`config.mk`:
```
export PLATFORM = sky130hd
export DESIGN_NAME = pma_arbiter
export DESIGN_NICKNAME = d
export VERILOG_FILES = /design/src/rtl/pma_pkg.sv /design/src/rtl/pma_slot_phase.sv /design/src/rtl/pma_arb_core.sv /design/src/rtl/pma_spram.sv /design/src/rtl/pma_rd_tag.sv /design/src/rtl/pma_arbiter.sv
export SDC_FILE = /design/constraint.sdc
export NUM_CORES = 2
export LEC_CHECK = 0
export BUFFER_PORTS_ARGS = -buffer_cell sky130_fd_sc_hd__buf_2
export CORE_MARGIN = 1
export CORE_UTILIZATION = 46
export DETAILED_ROUTE_END_ITERATION = 7
export SYNTH_ARGS = -nofsm -noshare
export SYNTH_HDL_FRONTEND = slang
export SYNTH_SLANG_ARGS = --single-unit
export TNS_END_PERCENT = 1
```
`constraint.sdc`:
```
create_clock -name clk -period 20.1 [get_ports clk]
set_input_delay 2.01 -clock clk [delete_from_list [all_inputs] [get_ports clk]]
set_output_delay 2.01 -clock clk [all_outputs]
set_load 0.05 [all_outputs]
```
`src/rtl/pma_pkg.sv`:
```
package pma_pkg;

    localparam int ADDR_W = 8;
    localparam int DATA_W = 16;
    localparam int DEPTH  = 1 << ADDR_W;

    typedef enum logic [1:0] {
        OWN_NONE = 2'd0,
        OWN_HOST = 2'd1,
        OWN_USB  = 2'd2
    } owner_e;

    typedef struct packed {
        logic              en;
        logic              we;
        logic [ADDR_W-1:0] addr;
        logic [DATA_W-1:0] wdata;
    } mem_req_t;

    // Slot owner from slot parity and the two requests.
    function automatic owner_e pick_owner(input logic odd_slot,
                                          input logic h_req,
                                          input logic u_req);
        owner_e o;
        if (h_req && u_req) o = odd_slot ? OWN_HOST : OWN_USB;
        else if (h_req)     o = OWN_HOST;
        else if (u_req)     o = OWN_USB;
        else                o = OWN_NONE;
        return o;
    endfunction

endpackage

```
`src/rtl/pma_slot_phase.sv`:
```
module pma_slot_phase (
    input  logic clk,
    input  logic rst,
    output logic odd_slot
);
    always_ff @(posedge clk) begin
        if (rst) odd_slot <= 1'b0;
        else     odd_slot <= ~odd_slot;
    end
endmodule

```
`src/rtl/pma_arb_core.sv`:
```
module pma_arb_core
    import pma_pkg::*;
#(
    parameter int AW = ADDR_W,
    parameter int DW = DATA_W
) (
    input  logic          rst,
    input  logic          odd_slot,
    input  logic          h_req,
    input  logic [AW-1:0] h_addr,
    input  logic [DW-1:0] h_wdata,
    input  logic          h_we,
    input  logic          u_req,
    input  logic [AW-1:0] u_addr,
    input  logic [DW-1:0] u_wdata,
    input  logic          u_we,
    output owner_e        owner,
    output mem_req_t      mreq
);
    always_comb begin
        owner = rst ? OWN_NONE : pick_owner(odd_slot, h_req, u_req);
        mreq  = '0;
        unique case (owner)
            OWN_HOST: begin
                mreq.en    = 1'b1;
                mreq.we    = h_we;
                mreq.addr  = h_addr;
                mreq.wdata = h_wdata;
            end
            OWN_USB: begin
                mreq.en    = 1'b1;
                mreq.we    = u_we;
                mreq.addr  = u_addr;
                mreq.wdata = u_wdata;
            end
            default: mreq = '0;
        endcase
    end
endmodule

```
`src/rtl/pma_spram.sv`:
```
module pma_spram
    import pma_pkg::*;
#(
    parameter int AW = ADDR_W,
    parameter int DW = DATA_W
) (
    input  logic     clk,
    input  mem_req_t mreq,
    output logic [DW-1:0] rdata
);
    localparam int WORDS = 1 << AW;

    logic [DW-1:0] store [WORDS];

    always_ff @(posedge clk) begin
        if (mreq.en) begin
            if (mreq.we) store[mreq.addr] <= mreq.wdata;
            else         rdata            <= store[mreq.addr];
        end
    end
endmodule

```
`src/rtl/pma_rd_tag.sv`:
```
module pma_rd_tag (
    input  logic clk,
    input  logic rst,
    input  logic h_rd_grant,
    input  logic u_rd_grant,
    output logic h_rvalid,
    output logic u_rvalid
);
    always_ff @(posedge clk) begin
        if (rst) begin
            h_rvalid <= 1'b0;
            u_rvalid <= 1'b0;
        end else begin
            h_rvalid <= h_rd_grant;
            u_rvalid <= u_rd_grant;
        end
    end
endmodule

```
`src/rtl/pma_arbiter.sv`:
```
module pma_arbiter
    import pma_pkg::*;
(
    input  logic              clk,
    input  logic              rst,
    input  logic              host_req,
    input  logic [ADDR_W-1:0] host_addr,
    input  logic [DATA_W-1:0] host_wdata,
    input  logic              host_we,
    output logic              host_ready,
    output logic              host_rvalid,
    output logic [DATA_W-1:0] host_rdata,
    input  logic              usb_req,
    input  logic [ADDR_W-1:0] usb_addr,
    input  logic [DATA_W-1:0] usb_wdata,
    input  logic              usb_we,
    output logic              usb_gnt,
    output logic              usb_rvalid,
    output logic [DATA_W-1:0] usb_rdata
);
    logic          odd_slot;
    owner_e        owner;
    mem_req_t      mreq;
    logic          ram_we;
    logic [DATA_W-1:0] ram_q;

    pma_slot_phase u_phase (
        .clk      (clk),
        .rst      (rst),
        .odd_slot (odd_slot)
    );

    pma_arb_core #(.AW(ADDR_W), .DW(DATA_W)) u_core (
        .rst      (rst),
        .odd_slot (odd_slot),
        .h_req    (host_req),
        .h_addr   (host_addr),
        .h_wdata  (host_wdata),
        .h_we     (host_we),
        .u_req    (usb_req),
        .u_addr   (usb_addr),
        .u_wdata  (usb_wdata),
        .u_we     (usb_we),
        .owner    (owner),
        .mreq     (mreq)
    );

    pma_spram #(.AW(ADDR_W), .DW(DATA_W)) u_ram (
        .clk   (clk),
        .mreq  (mreq),
        .rdata (ram_q)
    );

    assign host_ready = (owner == OWN_HOST);
    assign usb_gnt    = (owner == OWN_USB);
    assign ram_we     = mreq.en && mreq.we;

    pma_rd_tag u_tag (
        .clk        (clk),
        .rst        (rst),
        .h_rd_grant (host_ready && !host_we),
        .u_rd_grant (usb_gnt && !usb_we),
        .h_rvalid   (host_rvalid),
        .u_rvalid   (usb_rvalid)
    );

    assign host_rdata = ram_q;
    assign usb_rdata  = ram_q;
endmodule

```
==> impl_results.md <==
* Reg area at 124000 um2
* Clock buffer depth at 4
* Die area at ~330000 um2
* WS Path Type: primary input to register
* Synth top area cells: edfxtp_1 81%, a22oi_1 3.5%, a221oi_1 3.4%
* Cell Area, Synth at 152000 um2
* Share of cells above drive strength 1 at 13.5%
* DP HPWL at 266 mm
* Area occupied by multi-input gates at 26300 um2
* Min Clock Period, post-route at 8.09 ns
* Row count at 210
* RSZ-0062 raised after global routing: no
* PostCTS Resize Cnt at 0
* Post-Syn Instances at about 8600
* Clock Latency Late Sink at just under 1 ns
* Root Driver: clkbuf_16
* Syn avg cell area at 17.8 um2
* Die X at 577 um
* CTS sink cnt at 4115
* # Post-CTS Setup Buffers at 0
* Worst-Margin Slew at 1.58 ns
* Max Clock Freq at 124 MHz
* CP top delay family: simple AND/OR/NAND/NOR gates
* Core area at 328000 um2
* CP Cell Sequence: buf_2, nand2b_1, and3b_1, inv_1, ha_2, a22oi_2, buf_4, nor2_2, nand2_4, buf_12, buf_4, a21oi_1, nor4_1, o22ai_1, nor4_1, a31oi_1, o311a_1
* Maximum VDD drop at 74.0 uV
* Endpoints failing hold at 0
* Sum of negative setup slack at 0 ns
* Register clock-pin slew on the reported worst setup and hold paths at roughly 0.060 ns
* Initial antenna violation count at 25
* Vias/cell at 6.72
* Warnings, synthesis at 0
* First-pass GRT wire length at 666 mm
* Yosys top cell area share at approximately 81%
* CTS tree: yes
* Register area share after synthesis at between 80% and 90%
* Post-route ant nets at 0
* Slowest stage delay, CP at 1.20 ns
* GRT Max-Usage Layer: met2
* Commonest cells in the netlist: 4112 x edfxtp_1, 716 x a22oi_1, 599 x a221oi_1, 594 x a22o_1, 393 x a21oi_1
* Routing usage on met1 at 39.3%
* DRT Pass-1 Iters at 6
* Period utilization at 40.2%
* CP Launch Type: primary input
* Status: finished, violations left
* Failing checks: max-capacitance violations, max-slew violations
* Syn Nets at 8615
* CP Data Arrival Time at slightly below 9 ns
* GP Congestion at 0.885
* Die H at slightly below 600 um
* Pre-CTS setup slack at 11.36 ns
* Via count at roughly 91000
* Total track usage at 28.1%
* CP Data Required Time at between 20 and 25 ns
* Met3 Use GR at 6.39%
* Number of synthesized flops with an enable pin at ~4000
* Final setup margin at 12.01 ns
* Drt wl/cell at about 35 um
* Setup Skew at 0.0594 ns
* Post-Route WL at approximately 480 mm
* Register bit total from synthesis at 4115
* Relative slew margins at -6.71%
* H-tree depth at 5
* Crit Path Max Fanout at 75
* # IOs at 90
* Synth async-reset ratio at 0%
* Area Growth Syn to Fin at 13.3%
* DRT iter0 DRCs at 14749
* Max Cap Violations at 4
* Yosys top cell by area: edfxtp_1
* Largest net degree at the start of global routing at 225
* Bufs and invs on worst path at 5
* I/O Buffers at 89
* Gr ovfl total at 0
* Crit end category: register
* Most frequent cell after synthesis: edfxtp_1
* Nets at a little under 9000
* Synth cell types at 64
* Tot Pwr at 17.7 mW
* Total CTS buffers at 410
* Final setup fails at 0
* Crit-path slowest cell: nor4_1
* Post-CTS Hold Fix Bufs at 0
* Fill cell count at between 20000 and 30000
* Number of global-route vias before repair at 85854
* Static Leakage at 49.0 nW
* Max-slew violations at 6
* Met2 GRT Util at 42.5%
* Drt drc at 0
* Top FF cell, synth: edfxtp_1
* Pwr Density at 102 nW/um2
* Worst min-delay path class: register to register
* Initial core utilization at 46.4%
-- metal layers --
metal | wire length [um] | part of all wire [%]
met1 | 185000 | 39
met2 | 216000 | 45
met4 | 23100 | 4.8
met3 | 55300 | 12
met5 | 80 | 0.017
-- cell usage in the layout, fill, tap and decap left out, types with 96 or more instances in the layout --
| cell type | n |
|---|---|
| edfxtp_1 | 4112 |
| a22oi_1 | 716 |
| a221oi_1 | 599 |
| a22o_1 | 591 |
| buf_4 | 440 |
| clkbuf_16 | 415 |
| a21oi_1 | 391 |
| o22ai_1 | 328 |
| nor2_1 | 285 |
| nand2_1 | 209 |
| o21ai_0 | 191 |
| clkinv_2 | 96 |
-- final timing paths --
path,from,cells past startpoint,endpoint,slack (ns)
hold reg to reg,u_phase.odd_slot$_SDFF_PP0_,1,u_phase.odd_slot$_SDFF_PP0_,0.43
hold / removal,u_phase.odd_slot$_SDFF_PP0_,1,u_phase.odd_slot$_SDFF_PP0_,0.43
setup / recovery,usb_req,17,u_ram.rdata[2]$_DFFE_PP_,12.01
setup reg to reg,u_phase.odd_slot$_SDFF_PP0_,16,u_ram.rdata[2]$_DFFE_PP_,12.80
-- registers in the layout, summed over array words and instances (netlist names) --
signal            flops
u_phase.odd_slot      1
u_ram.rdata          16
u_ram.store        4096
u_tag.h_rvalid        1
u_tag.u_rvalid        1
-- metrics by stage --
step	utilization (%)	std cells	area (um2)	hold slack (ns)
floorplan	-	8559	152000	0.393
global placement	48.6	12793	159000	0.417
detailed placement	48.6	12794	159000	0.418
CTS	52.5	13545	173000	0.432
global route	52.5	13549	173000	0.449
finish	52.5	13556	173000	0.428
-- power breakdown --
part	switching, mW	internal, mW	total, mW
sequential	0.0172	9.40	9.42
clock	3.26	4.21	7.46
combinational	0.588	0.205	0.793
total	3.86	13.8	17.7
-- final cells by class --
cell class	instances	share of cell area [%]
Antenna cell	8	0.0116
Sequential cell	4115	71.6
Inverter	3	0.00652
Tap cell	4346	3.15
Multi-Input combinational cell	3779	15.2
Timing Repair Buffer	554	2.46
Clock buffer	500	6.20
Clock inverter	251	1.35
-- cell families after synthesis --
| kind of cell | count (synthesis) | share of synthesized area [%] |
|---|---|---|
| buf+inv | 665 | 1.93 |
| mux | 37 | 0.275 |
| fa+ha+maj | 2 | 0.0164 |
| simple gates | 762 | 2.18 |
| flops | 4115 | 81.1 |
| compound gates | 2978 | 14.5 |
(Power assumes the default switching activity.)
